--- src/rtl/pwm_pkg.sv ---
package pwm_pkg;

   typedef enum logic {
      SEL_PERIOD = 1'b0,
      SEL_CHAN   = 1'b1
   } pwm_sel_e;

   // Output level of one channel given its compare result and state.
   function automatic logic pwm_level(input logic cfg, input logic below,
                                      input logic inv);
      return cfg & (below ^ inv);
   endfunction

endpackage

--- src/rtl/pwm_prescale.sv ---
module pwm_prescale #(
   parameter int unsigned PRESC_LOG2 = 0
) (
   input  logic clk,
   input  logic rst_n,
   input  logic clr,
   output logic tick
);
   generate
      if (PRESC_LOG2 == 0) begin : g_direct
         assign tick = 1'b1;
      end else begin : g_div
         localparam int unsigned PW = PRESC_LOG2;
         logic [PW-1:0] div_q;
         always_ff @(posedge clk or negedge rst_n) begin
            if (!rst_n)   div_q <= '0;
            else if (clr) div_q <= '0;
            else          div_q <= div_q + 1'b1;
         end
         assign tick = &div_q;
      end
   endgenerate
endmodule

--- src/rtl/pwm_timebase.sv ---
module pwm_timebase #(
   parameter int unsigned CW = 16
) (
   input  logic          clk,
   input  logic          rst_n,
   input  logic          tick,
   input  logic          per_wr,
   input  logic [CW-1:0] per_val,
   input  logic          sync_req,
   output logic [CW-1:0] cnt,
   output logic [CW-1:0] period,
   output logic          load
);
   localparam logic [CW-1:0] RST_PERIOD = {CW{1'b1}};

   logic pend_q;
   logic wrap;
   logic pend_eff;

   assign pend_eff = pend_q | sync_req;
   assign wrap     = tick & ~per_wr & (cnt == period - 1'b1);
   assign load     = per_wr | (wrap & pend_eff);

   always_ff @(posedge clk or negedge rst_n) begin
      if (!rst_n) begin
         cnt    <= '0;
         period <= RST_PERIOD;
         pend_q <= 1'b0;
      end else if (per_wr) begin
         cnt    <= '0;
         period <= per_val;
         pend_q <= 1'b0;
      end else begin
         pend_q <= pend_eff & ~wrap;
         if (wrap)      cnt <= '0;
         else if (tick) cnt <= cnt + 1'b1;
      end
   end
endmodule

--- src/rtl/pwm_channel.sv ---
module pwm_channel
   import pwm_pkg::*;
#(
   parameter int unsigned CW = 16
) (
   input  logic          clk,
   input  logic          rst_n,
   input  logic          wr,
   input  logic [CW-1:0] wr_duty,
   input  logic          wr_inv,
   input  logic          load,
   input  logic [CW-1:0] cnt,
   output logic          pwm
);
   logic [CW-1:0] sh_duty, act_duty;
   logic          sh_inv, act_inv, sh_cfg, act_cfg;

   always_ff @(posedge clk or negedge rst_n) begin
      if (!rst_n) begin
         sh_duty <= '0;
         sh_inv  <= 1'b0;
         sh_cfg  <= 1'b0;
      end else if (wr) begin
         sh_duty <= wr_duty;
         sh_inv  <= wr_inv;
         sh_cfg  <= 1'b1;
      end
   end

   always_ff @(posedge clk or negedge rst_n) begin
      if (!rst_n) begin
         act_duty <= '0;
         act_inv  <= 1'b0;
         act_cfg  <= 1'b0;
      end else if (load) begin
         act_duty <= sh_duty;
         act_inv  <= sh_inv;
         act_cfg  <= sh_cfg;
      end
   end

   assign pwm = pwm_level(act_cfg, cnt < act_duty, act_inv);
endmodule

--- src/rtl/pwm_bank.sv ---
module pwm_bank
   import pwm_pkg::*;
#(
   parameter int unsigned NCH        = 4,
   parameter int unsigned CW         = 16,
   parameter int unsigned PRESC_LOG2 = 0,
   localparam int unsigned CHW   = $clog2(NCH) + 1,
   localparam int unsigned NPAIR = (NCH + 1) / 2
) (
   input  logic             clk,
   input  logic             rst_n,
   input  logic             wr_en,
   input  logic             wr_sel,
   input  logic [CHW-1:0]   wr_chan,
   input  logic [CW:0]      wr_data,
   input  logic             wr_inv,
   input  logic             sync_req,
   input  logic [NPAIR-1:0] cap_armed,
   output logic [NCH-1:0]   pwm_out,
   output logic             wr_err,
   output logic             wr_busy
);
   localparam logic [CW:0] MAX_PER = {1'b0, {CW{1'b1}}};

   if (NCH < 1 || NCH > 64) begin : g_chk_nch
      $error("pwm_bank: NCH out of range");
   end
   if (CW < 2 || CW > 31) begin : g_chk_cw
      $error("pwm_bank: CW out of range");
   end
   if (PRESC_LOG2 > 16) begin : g_chk_presc
      $error("pwm_bank: PRESC_LOG2 out of range");
   end

   logic [CW-1:0] cnt, period;
   logic          tick, load;
   logic          per_req, per_bad, per_diff, per_wr, per_busy;
   logic          ch_req, ch_bad, ch_busy, ch_ok;
   logic [NCH-1:0] ch_wr;

   // Period request decode
   assign per_req  = wr_en & (wr_sel == SEL_PERIOD);
   assign per_bad  = (wr_data == '0) | (wr_data > MAX_PER);
   assign per_diff = wr_data[CW-1:0] != period;
   assign per_busy = per_req & ~per_bad & per_diff & (|cap_armed);
   assign per_wr   = per_req & ~per_bad & per_diff & ~(|cap_armed);

   // Channel request decode
   assign ch_req = wr_en & (wr_sel == SEL_CHAN);
   assign ch_bad = {{(32-CHW){1'b0}}, wr_chan} >= NCH;

   always_comb begin
      ch_busy = 1'b0;
      for (int p = 0; p < NPAIR; p++) begin
         if ({{(32-CHW){1'b0}}, wr_chan} >> 1 == p && cap_armed[p])
            ch_busy = 1'b1;
      end
   end

   assign ch_ok = ch_req & ~ch_bad & ~ch_busy;

   always_ff @(posedge clk or negedge rst_n) begin
      if (!rst_n) begin
         wr_err  <= 1'b0;
         wr_busy <= 1'b0;
      end else begin
         wr_err  <= (per_req & per_bad) | (ch_req & ch_bad);
         wr_busy <= per_busy | (ch_req & ~ch_bad & ch_busy);
      end
   end

   pwm_prescale #(.PRESC_LOG2(PRESC_LOG2)) u_presc (
      .clk   (clk),
      .rst_n (rst_n),
      .clr   (per_wr),
      .tick  (tick)
   );

   pwm_timebase #(.CW(CW)) u_tb (
      .clk      (clk),
      .rst_n    (rst_n),
      .tick     (tick),
      .per_wr   (per_wr),
      .per_val  (wr_data[CW-1:0]),
      .sync_req (sync_req),
      .cnt      (cnt),
      .period   (period),
      .load     (load)
   );

   for (genvar c = 0; c < NCH; c++) begin : g_ch
      assign ch_wr[c] = ch_ok && ({{(32-CHW){1'b0}}, wr_chan} == c);
      pwm_channel #(.CW(CW)) u_ch (
         .clk     (clk),
         .rst_n   (rst_n),
         .wr      (ch_wr[c]),
         .wr_duty (wr_data[CW-1:0]),
         .wr_inv  (wr_inv),
         .load    (load),
         .cnt     (cnt),
         .pwm     (pwm_out[c])
      );
   end
endmodule

--- config.mk ---
export PLATFORM = sky130hd
export DESIGN_NAME = pwm_bank
export DESIGN_NICKNAME = d
export VERILOG_FILES = /design/src/rtl/pwm_pkg.sv /design/src/rtl/pwm_prescale.sv /design/src/rtl/pwm_timebase.sv /design/src/rtl/pwm_channel.sv /design/src/rtl/pwm_bank.sv
export SDC_FILE = /design/constraint.sdc
export NUM_CORES = 1
export LEC_CHECK = 0
export BUFFER_PORTS_ARGS = -buffer_cell sky130_fd_sc_hd__buf_2
export CAP_MARGIN = 20
export CORE_ASPECT_RATIO = 1.1
export CORE_MARGIN = 1
export CORE_UTILIZATION = 67
export DETAILED_ROUTE_END_ITERATION = 6
export GPL_TIMING_DRIVEN = 1
export PLACE_DENSITY = 0.85
export SLEW_MARGIN = 40
export SYNTH_ARGS = -nofsm -noshare
export SYNTH_HDL_FRONTEND = slang
export SYNTH_HIERARCHICAL = 1
export SYNTH_SLANG_ARGS = --single-unit
--- constraint.sdc ---
create_clock -name clk -period 6.5 [get_ports clk]
set_input_delay 0.65 -clock clk [delete_from_list [all_inputs] [get_ports clk]]
set_output_delay 0.65 -clock clk [all_outputs]
set_load 0.005 [all_outputs]
After elaboration in Yosys (flattened, before gate mapping)
Index checks and enable logic that the tools add are counted.
Cells by class
  multiplexer cells: 5
  $lt $le $gt $ge: 6
  $add $sub $neg: 2
  reductions and logical operators: 10
  bitwise operators: 34
  eq/ne operators: 6
Operators with widths (count)
  less-than comparator 16 bit: 4
  logical NOT 32 bit: 1
  two-way mux 16 bit: 2
  bitwise AND 1 bit: 18
  greater-than comparator 17 x 16 -> 1 bit, second input constant: 1
  logical NOT 17 bit: 1
  adder 16 x 1 -> 16 bit, second input constant: 1
  equality test 16 bit: 1
  != test 16 bit: 1
  subtractor 16 x 1 -> 16 bit, second input constant: 1
  NOT 1 bit: 7
  equality test 3 x 2 -> 1 bit, second input constant: 2
  logical AND 1 bit: 6
  OR 1 bit: 5
  XOR 1 bit: 4
  equality test 3 x 1 -> 1 bit, second input constant: 1
  greater-or-equal comparator 3 bit, second input constant: 1
  logical NOT 3 bit: 1
  two-way mux 1 bit: 3
  equality test 2 x 1 -> 1 bit, second input constant: 1
  OR reduction 2 bit: 1
Storage, ports and cells
  input bits: 28
  output and inout port bits: 6
  logic and storage cells: 92
  flip-flop bits (word level): 179

Logic depth before layout (Yosys ltp)
  depth in word-level cells: 11
  gate-level depth with buffers: 14
  gate-level depth less buffers: 11

Modules after synthesis
Netlist, hierarchy kept.
Modules (own cells, without submodules)
  pwm_channel: instances 4, area an instance 1702.9 um^2, seq. area each 900.9 um^2, cells each 146
  pwm_timebase: instances 1, area an instance 2089.5 um^2, seq. area each 845.8 um^2, cells each 216
  pwm_bank: instances 1, area an instance 350.3 um^2, seq. area each 50.0 um^2, cells each 44
  pwm_prescale: instances 1, area an instance 11.3 um^2, seq. area each 0.0 um^2, cells each 2

Least setup slack after synthesis
No wires, ideal clock.
  kind: register to register
  start point: register u_tb.period[0]
  end point: register g_ch[0].u_ch.act_duty[15]
  path buffers: 3
  arrival time: 2950 ps
  required time: 6368 ps
  path slack: 3418 ps
  library setup time: 132 ps
  period minus slack after synthesis: 3082 ps
  stages on the path, launching flop included: 14
  cells stage by stage: dfstp_2 inv_1 ha_1 clkbuf_1 xor2_1 nor2_1 a211oi_1 nor4_1 nand3_1 or2_4 o31ai_1 clkbuf_1 clkbuf_1 o21ai_1
Between the ends
  word-level cells in the longest chain between the ends: 7
  elaborated cells between the ends (all ways): 9
  classes of those cells: add/sub (1); eq/ne (2); bitwise (6)
RTL lines
  from (decl): RTL line pwm_timebase.sv:11  | output logic [CW-1:0] period,
  from (signal assigned): RTL line pwm_timebase.sv:31  | period <= per_val;
  branches (longest 6 deep; another with subtractor 16 x 1 -> 16 bit)
  OR 1 bit (*): RTL line pwm_timebase.sv:22  | assign load = per_wr | (wrap & pend_eff);
  named net load: RTL line pwm_bank.sv:36  | logic tick, load;
  to (signal assigned): RTL line pwm_channel.sv:36  | act_duty <= sh_duty;
  to (decl): RTL line pwm_channel.sv:15  | logic [CW-1:0] sh_duty, act_duty;
Mark *: on every way through the listed nets, which the timed path passes.
A chain may end at the register's enable or synchronous reset.

Worst setup path in the final report
  start point: register u_tb.period[0]
  end point: register g_ch[2].u_ch.act_inv
Between the ends
  word-level cells in the longest chain between the ends: 7
  elaborated cells between the ends (all ways): 9
  classes of those cells: add/sub (1); eq/ne (2); bitwise (6)
RTL lines
  branches (longest 6 deep; another with subtractor 16 x 1 -> 16 bit)
  OR 1 bit (*): RTL line pwm_timebase.sv:22
  named net load: RTL line pwm_bank.sv:36
  to (signal assigned): RTL line pwm_channel.sv:37  | act_inv <= sh_inv;
  to (decl): RTL line pwm_channel.sv:16  | logic sh_inv, act_inv, sh_cfg, act_cfg;
Marks and branches as above.

==> flow_summary.ini <==
[detailed_routing]
vias = 6781
wl_per_cell_um = 21.0
avgViaCountPerCell = 6.34
drt-total-wl_um = 22500
initialDrtViolationCount = 611
drc = 0
ant_nets = 0
dr.pass1.iters = 5

[yosys]
synth.largest_area_cell = dfrtp_1
yosysMostFrequentCell = dfrtp_1
synth_top_area_share_pct = 44.0
ys_ff_latch = 179
ys.flop_type = dfrtp_1
synth_edf_count = 0
syn-cell-area_um2 = 9260
avgSynthCellArea_um2 = 10.9
netlist_top_cells_count = dfrtp_1 (163), nand2_1 (87), inv_1 (69)
synthCells = 846
yosysWarnings = 6
async_flop_share_pct = 100
yosysSeqAreaShare_pct = 48.6
synthesis.nets = 936
ys_top_cells_by_area = dfrtp_1 (44%), ha_1 (8.4%), mux2_2 (6.0%), mux2_1 (5.3%), dfstp_2 (4.5%)
netlist-cell-type-count = 61

[final_layout]
area_growth_pct = 10.7
nNetsFinal = 962
drive_above_1_share_pct = 19.9
design_area_um2 = 10200
n_antenna_cell = 0
fillers = 813

[die]
rows = 44
dieWidth_um = 114
die_h_um = 125
die-area_um2 = 14300
start_util_pct = 69.5
coreArea_um2 = 13300
pin_count = 34

[critical_path]
crit_required_ps = 6820
start_kind = register
worstSetupStartpoint = u_tb/period[0]
end_kind = register
crit_type = reg -> reg
critPathMaxFanout = 78
r2r_start = u_tb/period[0]
reg2reg_depth = 11
cp.arrival_ps = 3990

[global_routing]
grt_max_degree = 117
grt.total_usage_pct = 33.8
grt_pass1_vias = 6893
grt_pass1_wl_um = 35700
antenna_found_initial = 0
grt-ovfl-total = 0

[sta]
setup_viol = 0
skew_ps = 8.88
rsz0062_at_grt = no
fmax_mhz = 272
period_share_pct = 56.5
slew_headroom_pct = 52.4
hold_viol = 0
fin_crit_ps = 3670
setup_tns_ps = 0
slew_violations = 0
worst_pin_slew_ps = 713

[pwr]
p_int_mw = 2.39
p_leak_nw = 4.74
vdd.ir_drop.worst_uv = 235
power.share.combinational_pct = 25.0
p_sw_mw = 1.14
seqPwrFrac_pct = 45.3
power_density_nw_per_um2 = 344
power_frac_clock_pct = 29.7
switching_share_pct = 32.3

[clock_network]
clk_latency_ps = 430
htree_levels = 4
cts_setup_buffers = 0
cts_buffers = 17
cts_buffer_depth = 2
cts_tree = yes
cts_root_buf = clkbuf_16
ctsHoldBuffers = 0
cts_resized = 0
clock_sinks = 179
cts.clk_slew.worst_paths_ps = 70

[place]
dp_hpwl_um = 14900
port_buffers = 33
place_area_um2 = 9610
globalplace.congestion = 0.913

[outcome]
outcome = completed

[worst_hold_path]
min_path_type = in -> async

[flow_run]
maxCapViolCount = 0
-- power by group through the flow --
stage,Sequential [mW],Combinational (mW),Clock (mW)
finish,1.60,0.883,1.05
global placement,1.59,0.789,0
global route,1.63,0.969,1.10
CTS,1.59,0.871,1.06
floorplan,1.54,0.620,0
detailed placement,1.61,0.847,0
-- worst paths after layout --
path,end,slack (ps)
min in group clk,g_ch[1].u_ch/sh_cfg,470
worst max-delay path,g_ch[2].u_ch/act_inv,2830
worst min-delay path,g_ch[0].u_ch/sh_duty[2],130
worst max register to register,g_ch[2].u_ch/act_inv,2830
worst min register to register,g_ch[1].u_ch/sh_cfg,470
max in group asynchronous,g_ch[1].u_ch/sh_duty[7],5440
-- registers in the layout, indices dropped and copies added (netlist names) --
register,count
u_tb/pend_q,1
u_tb/cnt,16
g_ch.u_ch/sh_inv,4
u_tb/period,16
g_ch.u_ch/sh_cfg,4
wr_err,1
g_ch.u_ch/sh_duty,64
g_ch.u_ch/act_cfg,4
g_ch.u_ch/act_duty,64
g_ch.u_ch/act_inv,4
wr_busy,1
-- stage by stage --
step / util (%) / setup WS, ps / cells / hold WS, ps / power, mW
after floorplan: - / 3420 / 846 / 354 / 2.16
after global placement: 72.1 / 3080 / 1036 / 440 / 2.38
after detailed placement: 72.2 / 2950 / 1036 / 444 / 2.46
after CTS: 76.7 / 2930 / 1068 / 323 / 3.52
after global routing: 76.9 / 2620 / 1069 / 140 / 3.70
final: 76.9 / 2830 / 1069 / 127 / 3.52
-- area by class of cell --
type                       count  area, um2  area share (%)
tap                          184        230            2.25
multi-input combinational    563       4390            42.8
sequential                   179       4500            43.9
clock inverter                14        165            1.61
timing repair buffer          42        267            2.60
clock buffer                  18        439            4.28
inverter                      69        259            2.53
-- layout by cell type (no fill, tap or decap), types with 7 or more instances in the layout --
cell type and count:
buf_2 32, nor4_1 19, a21oi_1 15, nand3_1 13, a31oi_1 8, o21ai_1 24
mux2_1 44, ha_1 62, xor2_1 15, inv_1 69, buf_4 7, xnor2_1 21
mux2i_1 14, mux2_2 49, nand2_1 87, nor2_1 21, clkbuf_16 17, nor3_1 7
dfrtp_1 163, o21ai_0 55, nand4_1 8, and3_1 11, dfstp_2 16
-- worst max-delay path, stage by stage (launching register included) --
cell and delay [ps]:
dfstp_2 590, inv_1 80, ha_1 300, xor2_1 200
nor2_1 130, a211oi_1 70, nor4_1 470, nand3_1 190
or2_4 300, o31ai_4 180, buf_4 590, mux2_2 410
-- per-layer routing --
layer / up-vias / GRT usage [%] / part of all wire, %
li1: 3043 / - / -
met1: 3398 / 43.6 / 40
met2: 268 / 54.7 / 49
met3: 72 / 7.03 / 6.1
met4: 0 / 15.9 / 4.4
met5: - / 0 / 0
-- cell families after synthesis --
group,count (synthesis),synth area share [%]
adders and majority gates,62,8.37
DFF,179,48.6
muxes,107,12.8
and+or+nand+nor,212,12.0
other,1,0.0405
buffers and inverters,104,4.61
AOI/OAI and AO/OA,145,10.2
xor gates and xnor gates,36,3.40
Power figures use the tool's default switching activity.
